File: config.mk
export PLATFORM = sky130hd
export DESIGN_NAME = dup_mem_mgr
export DESIGN_NICKNAME = d
export VERILOG_FILES = /design/src/rtl/dup_pkg.sv /design/src/rtl/dup_health.sv /design/src/rtl/dup_secded_dec.sv /design/src/rtl/dup_resolve.sv /design/src/rtl/dup_mem_mgr.sv
export SDC_FILE = /design/constraint.sdc
export NUM_CORES = 1
export LEC_CHECK = 0
export BUFFER_PORTS_ARGS = -buffer_cell sky130_fd_sc_hd__buf_2
export CAP_MARGIN = 20
export CORE_ASPECT_RATIO = 1.25
export CORE_MARGIN = 2
export CORE_UTILIZATION = 55
export CTS_CLUSTER_DIAMETER = 200
export DETAILED_ROUTE_END_ITERATION = 10
export GPL_ROUTABILITY_DRIVEN = 0
export PLACE_DENSITY = 0.85
export REMOVE_ABC_BUFFERS = 1
export SYNTH_ARGS = -nofsm -noshare
export SYNTH_HDL_FRONTEND = slang
export SYNTH_SLANG_ARGS = --single-unit
File: constraint.sdc
create_clock -name clk -period 4.81 [get_ports clk]
set_clock_uncertainty 0.1 [all_clocks]
set_input_delay 0.962 -clock clk [delete_from_list [all_inputs] [get_ports clk]]
set_output_delay 0.962 -clock clk [all_outputs]
set_load 0.05 [all_outputs]
File: src/rtl/dup_pkg.sv
package dup_pkg;
  localparam int DW = 16;
  localparam int KW = 6;
  localparam int WW = DW + KW;

  typedef enum logic [1:0] {EC_CLEAN = 2'b00, EC_FIXED = 2'b01, EC_FATAL = 2'b10} ecode_t;

  typedef struct packed {
    logic [DW-1:0] data;
    ecode_t        code;
  } dec_t;

  // Hamming positions 1..21; powers of two hold parity, the rest hold data
  function automatic logic [WW-1:0] secded_enc(input logic [DW-1:0] d);
    logic [21:0] cw;
    logic [KW-1:0] chk;
    int j;
    cw = '0;
    j = 0;
    for (int p = 1; p < 22; p++)
      if ((p & (p - 1)) != 0) begin
        cw[p] = d[j];
        j++;
      end
    chk = '0;
    for (int k = 0; k < 5; k++)
      for (int p = 1; p < 22; p++)
        if (p[k]) chk[k] = chk[k] ^ cw[p];
    chk[5] = (^d) ^ (^chk[4:0]);
    return {chk, d};
  endfunction

  function automatic dec_t secded_dec(input logic [WW-1:0] w);
    logic [21:0] cw;
    logic [4:0] syn;
    logic ovr;
    dec_t r;
    int j;
    cw = '0;
    j = 0;
    for (int p = 1; p < 22; p++)
      if ((p & (p - 1)) != 0) begin
        cw[p] = w[j];
        j++;
      end
    for (int k = 0; k < 5; k++) cw[1 << k] = w[DW + k];
    syn = '0;
    for (int k = 0; k < 5; k++)
      for (int p = 1; p < 22; p++)
        if (p[k]) syn[k] = syn[k] ^ cw[p];
    ovr = (^cw) ^ w[WW-1];
    r.code = EC_CLEAN;
    if (ovr) begin
      r.code = EC_FIXED;
      if (syn > 5'd21) r.code = EC_FATAL;
      else if (syn != 5'd0) cw[syn] = ~cw[syn];
    end else if (syn != 5'd0) begin
      r.code = EC_FATAL;
    end
    r.data = '0;
    j = 0;
    for (int p = 1; p < 22; p++)
      if ((p & (p - 1)) != 0) begin
        r.data[j] = cw[p];
        j++;
      end
    return r;
  endfunction
endpackage

File: src/rtl/dup_health.sv
module dup_health #(
  parameter int NCH = 2
) (
  input  logic           clk,
  input  logic           rst,
  input  logic [NCH-1:0] fault,
  output logic [NCH-1:0] failed
);
  always_ff @(posedge clk) begin
    if (rst) failed <= '0;
    else     failed <= failed | fault;
  end

  for (genvar g = 0; g < NCH; g++) begin : g_chk

    fault_latch_chk: assert property (@(posedge clk) disable iff (rst)
      fault[g] |=> failed[g]);
  end
endmodule

File: src/rtl/dup_secded_dec.sv
module dup_secded_dec
  import dup_pkg::*;
(
  input  logic [WW-1:0] word,
  output logic [DW-1:0] data,
  output ecode_t        code
);
  dec_t r;
  always_comb begin
    r    = secded_dec(word);
    data = r.data;
    code = r.code;
  end
endmodule

File: src/rtl/dup_resolve.sv
module dup_resolve
  import dup_pkg::*;
#(
  parameter int NCH = 2
) (
  input  logic                    prot,
  input  logic [NCH-1:0]          live,
  input  logic [NCH-1:0][WW-1:0]  words,
  output logic [DW-1:0]           data,
  output ecode_t                  code
);
  logic [NCH-1:0][DW-1:0] dd;
  ecode_t dc [NCH];

  for (genvar g = 0; g < NCH; g++) begin : g_dec
    dup_secded_dec u_dec (.word(words[g]), .data(dd[g]), .code(dc[g]));
  end

  always_comb begin
    data = '0;
    code = EC_FATAL;
    if (!prot) begin
      if (live[0])      begin data = words[0][DW-1:0]; code = EC_CLEAN; end
      else if (live[1]) begin data = words[1][DW-1:0]; code = EC_CLEAN; end
    end else begin
      case (live)
        2'b11: begin
          if (words[0] == words[1]) begin
            data = words[0][DW-1:0]; code = EC_CLEAN;
          end else if (dc[0] == EC_CLEAN && dc[1] != EC_CLEAN) begin
            data = dd[0]; code = EC_FIXED;
          end else if (dc[1] == EC_CLEAN && dc[0] != EC_CLEAN) begin
            data = dd[1]; code = EC_FIXED;
          end else if (dc[0] == EC_FIXED) begin
            data = dd[0]; code = EC_FIXED;
          end else if (dc[1] == EC_FIXED) begin
            data = dd[1]; code = EC_FIXED;
          end else begin
            data = dd[0]; code = EC_FATAL;
          end
        end
        2'b01:   begin data = dd[0]; code = dc[0]; end
        2'b10:   begin data = dd[1]; code = dc[1]; end
        default: begin data = '0;    code = EC_FATAL; end
      endcase
    end
  end
endmodule

File: src/rtl/dup_mem_mgr.sv
module dup_mem_mgr
  import dup_pkg::*;
#(
  parameter int AW    = 6,
  parameter int CNT_W = 8
) (
  input  logic                   clk,
  input  logic                   rst,
  input  logic                   req_valid,
  output logic                   req_ready,
  input  logic                   req_write,
  input  logic                   req_prot,
  input  logic [AW-1:0]          req_addr,
  input  logic [15:0]            req_wdata,
  output logic                   rsp_valid,
  output logic [15:0]            rsp_data,
  output logic [1:0]             rsp_err,
  output logic [1:0]             ch_req,
  output logic [1:0]             ch_we,
  output logic [1:0][AW-1:0]     ch_addr,
  output logic [1:0][21:0]       ch_wdata,
  input  logic [1:0]             ch_ack,
  input  logic [1:0][21:0]       ch_rdata,
  input  logic [1:0]             ch_fault,
  output logic [1:0]             fail_mask,
  output logic [CNT_W-1:0]       corr_cnt,
  output logic                   uncorr_seen
);
  localparam int NCH = 2;

  typedef enum logic {S_IDLE, S_WAIT} st_t;
  st_t st;

  logic                    wr_q, prot_q, sel, acc;
  logic [AW-1:0]           addr_q;
  logic [WW-1:0]           enc_q;
  logic [NCH-1:0]          tgt_d, tgt_q, got_q, pend, live, failed;
  logic [NCH-1:0][WW-1:0]  rbuf;
  logic [DW-1:0]           res_data, fin_data;
  ecode_t                  res_code, fin_code;

  dup_health #(.NCH(NCH)) u_health (.clk(clk), .rst(rst), .fault(ch_fault), .failed(failed));

  dup_resolve #(.NCH(NCH)) u_resolve (
    .prot(prot_q), .live(live), .words(rbuf), .data(res_data), .code(res_code));

  assign fail_mask = failed;
  assign req_ready = (st == S_IDLE);
  assign acc       = req_valid && req_ready;
  assign sel       = req_addr[0];
  assign pend      = (st == S_WAIT) ? (tgt_q & ~got_q & ~failed) : '0;
  assign live      = tgt_q & got_q & ~failed;
  assign ch_req    = pend;

  always_comb begin
    tgt_d = '0;
    if (req_prot)         tgt_d = ~failed;
    else if (!failed[sel])  tgt_d[sel]  = 1'b1;
    else if (!failed[!sel]) tgt_d[!sel] = 1'b1;
  end

  always_comb begin
    for (int i = 0; i < NCH; i++) begin
      ch_we[i]    = wr_q;
      ch_addr[i]  = addr_q;
      ch_wdata[i] = enc_q;
    end
  end

  always_comb begin
    if (wr_q) begin
      fin_data = '0;
      fin_code = (|live) ? EC_CLEAN : EC_FATAL;
    end else begin
      fin_data = res_data;
      fin_code = res_code;
    end
  end

  always_ff @(posedge clk) begin
    if (rst) begin
      st          <= S_IDLE;
      wr_q        <= 1'b0;
      prot_q      <= 1'b0;
      addr_q      <= '0;
      enc_q       <= '0;
      tgt_q       <= '0;
      got_q       <= '0;
      rbuf        <= '0;
      rsp_valid   <= 1'b0;
      rsp_data    <= '0;
      rsp_err     <= EC_CLEAN;
      corr_cnt    <= '0;
      uncorr_seen <= 1'b0;
    end else begin
      rsp_valid <= 1'b0;
      case (st)
        S_IDLE: if (acc) begin
          st     <= S_WAIT;
          wr_q   <= req_write;
          prot_q <= req_prot;
          addr_q <= req_addr;
          enc_q  <= secded_enc(req_wdata);
          tgt_q  <= tgt_d;
          got_q  <= '0;
        end
        default: begin
          for (int i = 0; i < NCH; i++)
            if (ch_ack[i] && pend[i]) begin
              got_q[i] <= 1'b1;
              rbuf[i]  <= ch_rdata[i];
            end
          if (pend == '0) begin
            st        <= S_IDLE;
            rsp_valid <= 1'b1;
            rsp_data  <= fin_data;
            rsp_err   <= fin_code;
            if (fin_code == EC_FIXED && corr_cnt != '1) corr_cnt <= corr_cnt + 1'b1;
            if (fin_code == EC_FATAL) uncorr_seen <= 1'b1;
          end
        end
      endcase
    end
  end


  rsp_pulse_chk: assert property (@(posedge clk) disable iff (rst)
    rsp_valid |=> !rsp_valid);

  busy_after_accept_chk: assert property (@(posedge clk) disable iff (rst)
    acc |=> !req_ready);

  dead_pair_chk: assert property (@(posedge clk) disable iff (rst)
    (acc && (&fail_mask)) |=> (ch_req == '0));

  unprot_single_chk: assert property (@(posedge clk) disable iff (rst)
    (st == S_WAIT && !prot_q) |-> ($countones(ch_req) <= 1));

  failed_quiet_chk: assert property (@(posedge clk) disable iff (rst)
    (ch_req & fail_mask) == '0);

  fatal_sticky_chk: assert property (@(posedge clk) disable iff (rst)
    (rsp_valid && rsp_err == 2'b10) |-> uncorr_seen);
endmodule

==> impl_metrics.tcl, run 1 <==
set metrics [dict create \
    fin_cells 1346 \
    reg2regPathDepth 12 \
    grt_use_total_pct 31.0 \
    cts_tree "done" \
    hp-class "reg2reg" \
    layout-drive-gt1-share_pct 20.9 \
    crit_path_start "rbuf[12]" \
    ctsResizeCount 0 \
    n_fill_cell 1241 \
    p_per_area_nw_per_um2 262 \
    outcome "finished with violations" \
    grt_pass1_vias 7877 \
    final_max_slew_viol_count 0 \
    fp.dieW_um 113 \
    violations "design-rule violations" \
    final_nets 1239 \
    grt_max_degree 56 \
    tightestPinTransition_ns 0.940 \
    grt_pass1_wl_um 39600 \
    leakage_nw 3.53 \
    fin_ws_ns 0.635 \
    synthFlopType "dfxtp_1" \
    ys_warn_count 0 \
    rows 49 \
    rr_endpoint "rsp_data[0]" \
    setup_viol 0 \
    finalCriticalPeriod_ns 4.17 \
    pin_count 166 \
    hold_slack_ns 0.370 \
    layout_worst_path_cycle_share_pct 86.8 \
    final_common_cell "nand2_1" \
    crit_end "rsp_data[0]" \
    start_kind "flop" \
    htreeDepth 3 \
    die_area_um2 15900 \
    start_util_pct 56.6 \
    routed-via-count 8269 \
    cts-root-to-sink-buffers 2 \
    drtAntennaViolNets 0 \
    synth-seq-cells 109 \
    cp.required_ns 4.97 \
    ir_drop_v 0.000235 \
    drt_iter0_drc 902 \
    clk-insertion-delay-late_ns 0.37 \
    max_freq_mhz 240 \
    finalPower_mw 2.41 \
    numCtsBuffers 9 \
    dr.pass1.iters 10 \
    dpl_worst_slack_ns 0.820 \
    antenna_found_initial 0 \
    cap_violations 0 \
    place_inst 1327 \
    diodes 0 \
    async_reset_ff_share_pct 0 \
    rr_startpoint "rbuf[12]" \
    vias_per_cell 6.14 \
    fin_setup_tns_ns 0 \
    cts-root-buf "clkbuf_16" \
    wirelength_um 24900 \
    synth_edf_count 0 \
    grt_overflow 0 \
    crit_type "reg2reg" \
    hpwl_um 18300 \
    cts_sinks 109 \
    yosysSeqAreaShare_pct 26.7 \
    area_growth_pct 12.3 \
    avgSynthCellArea_um2 7.67 \
    hold_viol_final 0 \
    port_buffers 165 \
    crit_path_end_kind "flop" \
    final_cell_mix "214 x nand2_1, 164 x buf_2, 109 x dfxtp_1" \
    synth.cell_area_um2 8180 \
    routedWlPerCell_um 18.5 \
    synth.distinct_cells 78 \
    maxSlewHeadroom_pct 37.2 \
    hold_buffers 0 \
    worstPathArrival_ns 4.34 \
    fp.dieH_um 140 \
    drc 1 \
    postSynthCellCount 1067 \
    rsz0062_at_grt "no" \
    core-area_um2 14500 \
    holdPathStages 2 \
    cts_setup_buffers 0 \
    reg2reg_slack_ns 0.64 \
    cp_max_fo 7 \
    clk_pin_slew_worst_paths_ns 0.08 \
]
## critical path: stages, from the launching register on
cell      delay, ns
dfxtp_1        0.60
xor2_2         0.28
xnor3_1        0.51
xor2_1         0.51
nand2_1        0.25
or3_4          0.40
o211a_4        0.29
nor3_1         0.22
buf_4          0.21
and2_1         0.14
a221o_1        0.19
o211ai_1       0.09
o31a_1         0.28
## how the worst min path moves through the flow
stage | start | to | slack [ns]
2_1_floorplan | got_q[1] | got_q[1] | 0.35
3_3_place_gp | rsp_data[5] | rsp_data[5] | 0.35
3_5_place_dp | rsp_data[5] | rsp_data[5] | 0.36
4_1_cts | rsp_data[5] | rsp_data[5] | 0.37
5_1_grt | enc_q[0] | enc_q[0] | 0.39
6_report | enc_q[9] | enc_q[9] | 0.37
## cells in the mapped netlist (13+ instances only)
master,count,area [um^2]
nor2_1,71,267
dfxtp_1,109,2180
a21oi_1,107,536
nand2_1,214,803
xor2_1,24,210
clkbuf_1,40,150
nand3_1,14,70.1
buf_4,41,308
nor4_1,13,81.3
a211oi_1,21,158
nor3_1,24,120
o21ai_0,39,195
mux2i_1,32,320
xnor2_1,90,788
buf_2,25,125
## layout make-up
| class | instances | area, um^2 | share of cell area (%) |
|---|---|---|---|
| Clock buffer | 10 | 239 | 2.60 |
| Clock inverter | 6 | 62.6 | 0.681 |
| Inverter | 7 | 26.3 | 0.286 |
| Multi-Input combinational cell | 839 | 5360 | 58.3 |
| Sequential cell | 109 | 2180 | 23.7 |
| Tap cell | 178 | 223 | 2.42 |
| Timing Repair Buffer | 197 | 1100 | 12.0 |
## where the power goes
part           internal [mW]  total, mW  switching [mW]
combinational          0.223      0.688           0.465
sequential             0.932      0.963          0.0312
clock                  0.379      0.758           0.379
total                   1.53       2.41           0.875
## cell families (layout without fill, tap and decap cells)
logic type	count (synthesis)	count (layout)	synth area share, %
simple gates	401	401	22.0
compound gates	264	264	20.7
xor+xnor	140	140	18.5
buf+inv	119	220	7.86
flops	109	109	26.7
mux	33	33	4.05
fa+ha+maj	1	1	0.153
## registers in the layout, summed over array words and instances, names as in the netlist, 2 cells and up
signal and count:
rsp_err 2, enc_q 22, addr_q 6, tgt_q 2, rsp_data 16, corr_cnt 8, got_q 2, rbuf 44
u_health.failed 2
## metal layers
layer	wire, um	vias to the layer above	GRT usage, %
met5	0	-	0
met4	1680	0	20.2
met3	2300	148	5.76
met2	11800	521	51.2
met1	9080	3724	36.7
li1	-	3876	-
## per-stage QoR
step                      instance area, um^2  utilization (%)
final                                    9190             63.5
after global placement                   8840             61.1
after detailed placement                 8840             61.1
after global routing                     9190             63.5
after CTS                                9140             63.2
after floorplan                          7570                -
Power figures use the tool's default switching activity.
==> inputs of run 2 (changes only) <==
- CELL_PAD_IN_SITES_DETAIL_PLACEMENT: not set -> 0
- CELL_PAD_IN_SITES_GLOBAL_PLACEMENT: not set -> 2
- CORE_ASPECT_RATIO: 1.25 -> 0.9
- CORE_UTILIZATION: 55 -> 33
- PLACE_DENSITY: 0.85 -> 0.87
- SYNTH_HIERARCHICAL: not set -> 1
==> impl_metrics.tcl, run 2 <==
set metrics [dict create \
    cts_sinks 109 \
    fp.dieH_um 149 \
    final_max_slew_viol_count 0 \
    cp_max_fo 19 \
    rr_endpoint "corr_cnt[7]" \
    fin_area_um2 8930 \
    layout_worst_path_cycle_share_pct 89.2 \
    core-area_um2 22700 \
    outcome "completed" \
    cap_violations 0 \
    cts_setup_buffers 0 \
    reg2regPathDepth 14 \
    grt_pass1_wl_um 38400 \
    clk-insertion-delay-late_ns 0.37 \
    fin_ws_ns 0.521 \
    hold_end "enc_q[20]" \
    avgSynthCellArea_um2 8.47 \
    final_common_cell "nand2_1" \
    area_growth_pct 16.2 \
    start_kind "flop" \
    synth_area_leaders "dfxtp_1 28%, nand2_1 9.0%, xnor2_1 7.0%, a21oi_1 5.8%, mux2i_1 5.2%" \
    numCtsBuffers 9 \
    routed-via-count 6959 \
    routedWlPerCell_um 18.5 \
    cts-root-to-sink-buffers 2 \
    use_met1_pct 28.2 \
    top_regs "rbuf x44, enc_q x22, rsp_data x16" \
    setup_viol 0 \
    ir_drop_v 0.000182 \
    ys_warn_count 6 \
    drt_iter0_drc 421 \
    drc 0 \
    fin_setup_tns_ns 0 \
    hp-class "reg2reg" \
    crit_type "reg2reg" \
    postSynthCellCount 907 \
    finalCriticalPeriod_ns 4.29 \
    multi_input_area_um2 4990 \
    maxSlewHeadroom_pct 31.3 \
    fin_cells 1328 \
    grt_pass1_vias 6582 \
    reg2reg_slack_ns 0.52 \
    dr.pass1.iters 7 \
    crit_path_start "rbuf[35]" \
    rsz0062_at_grt "no" \
    final_cell_mix "184 x nand2_1, 164 x buf_2, 109 x dfxtp_1" \
    pin_count 166 \
    tightestPinTransition_ns 1.03 \
    regArea_um2 2180 \
    htreeDepth 3 \
    final_nets 1100 \
    grt_overflow 0 \
    synthTopCellsByCount "184 x nand2_1, 109 x dfxtp_1, 89 x a21oi_1, 61 x xnor2_1, 42 x xor2_1" \
    start_util_pct 33.8 \
    grt_use_met3_pct 5.59 \
    max_freq_mhz 233 \
    grt_max_degree 89 \
    largest_reg_flops 44 \
    hp-start "enc_q[20]" \
    synthFlopType "dfxtp_1" \
    vias_per_cell 5.24 \
    synth.most_common_cell "nand2_1" \
    grt_use_total_pct 20.3 \
    die_area_um2 24500 \
    port_buffers 165 \
    worstPathArrival_ns 4.42 \
    wirelength_um 24600 \
    p_per_area_nw_per_um2 268 \
    rr_startpoint "rbuf[35]" \
    layout-drive-gt1-share_pct 27.1 \
    async_reset_ff_share_pct 0 \
    use_met2_pct 30.8 \
    cts_tree "done" \
    hold_viol_final 0 \
    yosys.area.top_type "dfxtp_1" \
    synth.distinct_cells 68 \
    rows 52 \
    ctsResizeCount 0 \
    yosysSeqAreaShare_pct 28.4 \
    synth_edf_count 0 \
    fp.dieW_um 165 \
    clk_pin_slew_worst_paths_ns 0.09 \
    netlist.area_leader.share_pct 28.4 \
    hpwl_um 18300 \
    post_dp_cell_area_um2 8610 \
    drtAntennaViolNets 0 \
    leakage_nw 3.86 \
    hold_buffers 0 \
    dpl_worst_slack_ns 0.558 \
    antenna_found_initial 6 \
    holdPathStages 2 \
    place_inst 1310 \
    cp.required_ns 4.94 \
    n_fill_cell 2341 \
    grt.busiest_layer "met2" \
    max_flop_register "rbuf" \
    synth.cell_area_um2 7690 \
    crit_path_end_kind "flop" \
    synth-seq-cells 109 \
    cts-root-buf "clkbuf_16" \
]
==> run 2: report_power, final <==
group          switching, mW  total, mW  internal, mW
Combinational          0.419      0.632         0.213
Sequential            0.0286      0.961         0.932
Clock                  0.424      0.805         0.380
==> run 2: worst max-delay path by stage <==
| stage | endpoint | slack [ns] | cells past startpoint |
|---|---|---|---|
| floorplan | rsp_data[14] | 0.68 | 12 |
| global placement | corr_cnt[5] | 0.61 | 14 |
| detailed placement | corr_cnt[5] | 0.56 | 14 |
| CTS | corr_cnt[5] | 0.54 | 14 |
| global route | corr_cnt[5] | 0.18 | 14 |
| finish | corr_cnt[7] | 0.52 | 14 |
==> run 2: critical path: stages (launching register included) <==
cell      delay (ns)
dfxtp_1         0.53
xor2_2          0.27
xnor3_2         0.56
nand2b_1        0.13
o221ai_1        0.12
a32o_2          0.44
a31oi_1         0.40
nor4_1          0.08
a21oi_1         0.19
a32o_1          0.25
nor3b_1         0.27
o21ai_1         0.24
nor4_1          0.34
xnor2_1         0.16
nor2_1          0.05
==> run 2: area by class of cell <==
type / count / area share (%)
clock inverters: 7 / 1.06
inverters: 18 / 0.756
well taps: 297 / 4.16
multi-input cells: 699 / 55.9
clock buffers: 9 / 2.52
diodes: 2 / 0.0560
flip-flops and latches: 109 / 24.4
repair buffers: 187 / 11.1
==> run 2: logic make-up after synthesis <==
group,after synthesis,share of synthesized area [%]
mux,66,9.36
fa+ha+maj,3,0.423
flops,109,28.4
buf+inv,99,6.84
simple gates,301,17.8
xor+xnor,128,18.6
compound gates,201,18.5
==> run 2: stage by stage <==
step	hold slack, ns	total power [mW]	utilization, %
floorplan	0.366	1.43	-
global placement	0.342	1.61	37.9
detailed placement	0.348	1.61	37.9
CTS	0.368	2.43	39.3
global route	0.384	2.51	39.3
finish	0.364	2.40	39.3
==> run 2: routing by layer <==
layer	share of wire, %	wire length [um]
met3	8.1	1990
met4	2.4	602
met2	44	10700
met1	46	11200
met5	0.17	41
==> inputs of run 3 (changes only) <==
- CORE_MARGIN: 2 -> not set
- RECOVER_POWER: not set -> 25
==> impl_metrics.tcl, run 3 (same netlist as run 2, synthesis figures left out) <==
set metrics [dict create \
    outcome "finished with violations" \
    violations "max-capacitance violations, max-slew violations" \
    rr_endpoint "corr_cnt[5]" \
    leakage_nw 3.77 \
    reg2regPathDepth 15 \
    cts-root-to-sink-buffers 2 \
    max_flop_register "rbuf" \
    drtAntennaViolNets 0 \
    crit_path_start "rbuf[10]" \
    final_cell_mix "184 x nand2_1, 139 x buf_2, 109 x dfxtp_1" \
    cts_tree "done" \
    fp.dieH_um 147 \
    core-area_um2 22600 \
    dpl_worst_slack_ns 0.624 \
    pin_count 166 \
    power_frac_comb_pct 26.5 \
    largest_reg_flops 44 \
    p_sw_share_pct 36.0 \
    p_int_mw 1.52 \
    setup_viol 0 \
    pwr-share-seq_pct 40.6 \
    clk_pin_slew_worst_paths_ns 0.09 \
    cap_violations 1 \
    final_common_cell "nand2_1" \
    ir_drop_v 0.000221 \
    reg2reg_slack_ns 0.50 \
    diodes 0 \
    maxSlewHeadroom_pct -68.6 \
    port_buffers 165 \
    crit_path_end_kind "flop" \
    dr.pass1.iters 5 \
    critPathSlowestCell "dfxtp_1" \
    wirelength_um 23500 \
    die_area_um2 23900 \
    cpPeakStageDelay_ns 0.53 \
    cp.required_ns 4.87 \
    final_max_slew_viol_count 56 \
    power_frac_clock_pct 32.9 \
    numCtsBuffers 9 \
    worstPathArrival_ns 4.37 \
    cp_max_fo 8 \
    crit_end "corr_cnt[5]" \
    holdPathStages 2 \
    layout-drive-gt1-share_pct 24.9 \
    area_growth_pct 15.8 \
    grt_overflow 0 \
    clk-insertion-delay-late_ns 0.36 \
    final_nets 1104 \
    max_freq_mhz 232 \
    post_dp_cell_area_um2 8640 \
    drc 0 \
    cts_sinks 109 \
    rows 52 \
    hold_buffers 0 \
    finalCoreUtilization_pct 39.3 \
    start_util_pct 33.9 \
    p_per_area_nw_per_um2 266 \
    hp-class "reg2reg" \
    hpwl_um 17600 \
    start_kind "flop" \
    grt_pass1_vias 6574 \
    layout_worst_path_cycle_share_pct 89.6 \
    routed-via-count 6866 \
    tightestPinTransition_ns 2.53 \
    path_cells "xor2_2 > xnor3_2 > xnor2_4 > xor2_1 > nand3_1 > nand2_1 > a21boi_0 > nor4_1 > a21oi_1 > a32o_1 > nor3b_1 > o21ai_1 > nor4_1 > xnor2_1 > nor2_1" \
    grt_max_degree 56 \
    cts_setup_buffers 0 \
    htreeDepth 3 \
    rr_startpoint "rbuf[10]" \
    finalCriticalPeriod_ns 4.31 \
    fin_setup_tns_ns 0 \
    cpMostUsedCell "nor4_1" \
    fin_ws_ns 0.500 \
    grt_pass1_wl_um 37000 \
    crit_type "reg2reg" \
    top_regs "rbuf x44, enc_q x22, rsp_data x16" \
    rsz0062_at_grt "no" \
    drt_iter0_drc 371 \
    fin_area_um2 8900 \
    p_sw_mw 0.853 \
    routedWlPerCell_um 17.6 \
    antenna_found_initial 1 \
    cts-root-buf "clkbuf_16" \
    fp.dieW_um 163 \
    grt_use_total_pct 19.8 \
    ctsResizeCount 0 \
    vias_per_cell 5.16 \
    hold_viol_final 0 \
    finalPower_mw 2.37 \
]
==> run 3: worst max-delay path: cells and delay by family (launching register included) <==
| family | cells | cell delay, ns |
|---|---|---|
| XOR/XNOR | 5 | 1.37 |
| flip-flops | 1 | 0.53 |
| AND/OR/NAND/NOR | 6 | 0.96 |
| AO/OA/AOI/OAI | 4 | 1.15 |
==> run 3: layer usage <==
layer,share of wire [%],wire length (um),GRT usage (%),up-vias
met3,6.3,1490,4.40,17
li1,-,-,-,3391
met2,45,10500,31.4,235
met5,0.055,13,0,-
met4,0.93,218,3.55,2
met1,48,11300,27.5,3221
==> run 3: how the worst min path moves through the flow <==
stage / from / endpoint / slack, ns
after global routing: enc_q[14] / enc_q[14] / 0.39
after detailed placement: uncorr_seen / uncorr_seen / 0.34
after CTS: uncorr_seen / uncorr_seen / 0.35
after global placement: uncorr_seen / uncorr_seen / 0.34
final: uncorr_seen / uncorr_seen / 0.35
after floorplan: rbuf[17] / rbuf[17] / 0.37
==> run 3: cell type report <==
| cell class | instances | area, um^2 |
|---|---|---|
| fillers | 2457 | 13700 |
| multi-input cells | 699 | 4990 |
| flip-flops and latches | 109 | 2180 |
| repair buffers | 191 | 986 |
| well taps | 297 | 372 |
| clock buffers | 9 | 225 |
| clock inverters | 7 | 77.6 |
| inverters | 18 | 67.6 |
==> run 3: power by group through the flow <==
stage / Combinational [mW] / Clock (mW) / Sequential (mW)
final: 0.629 / 0.779 / 0.960
after global routing: 0.671 / 0.831 / 0.965
after CTS: 0.632 / 0.797 / 0.961
after detailed placement: 0.630 / 0 / 0.981
after global placement: 0.630 / 0 / 0.981
after floorplan: 0.298 / 0 / 1.13
==> run 3: metrics by stage <==
| step | instances | hold WS, ns |
|---|---|---|
| 2_1_floorplan | 826 | 0.366 |
| 4_1_cts | 1330 | 0.353 |
| 5_1_grt | 1330 | 0.391 |
| 3_3_place_gp | 1314 | 0.336 |
| 3_5_place_dp | 1314 | 0.336 |
| 6_report | 1330 | 0.355 |
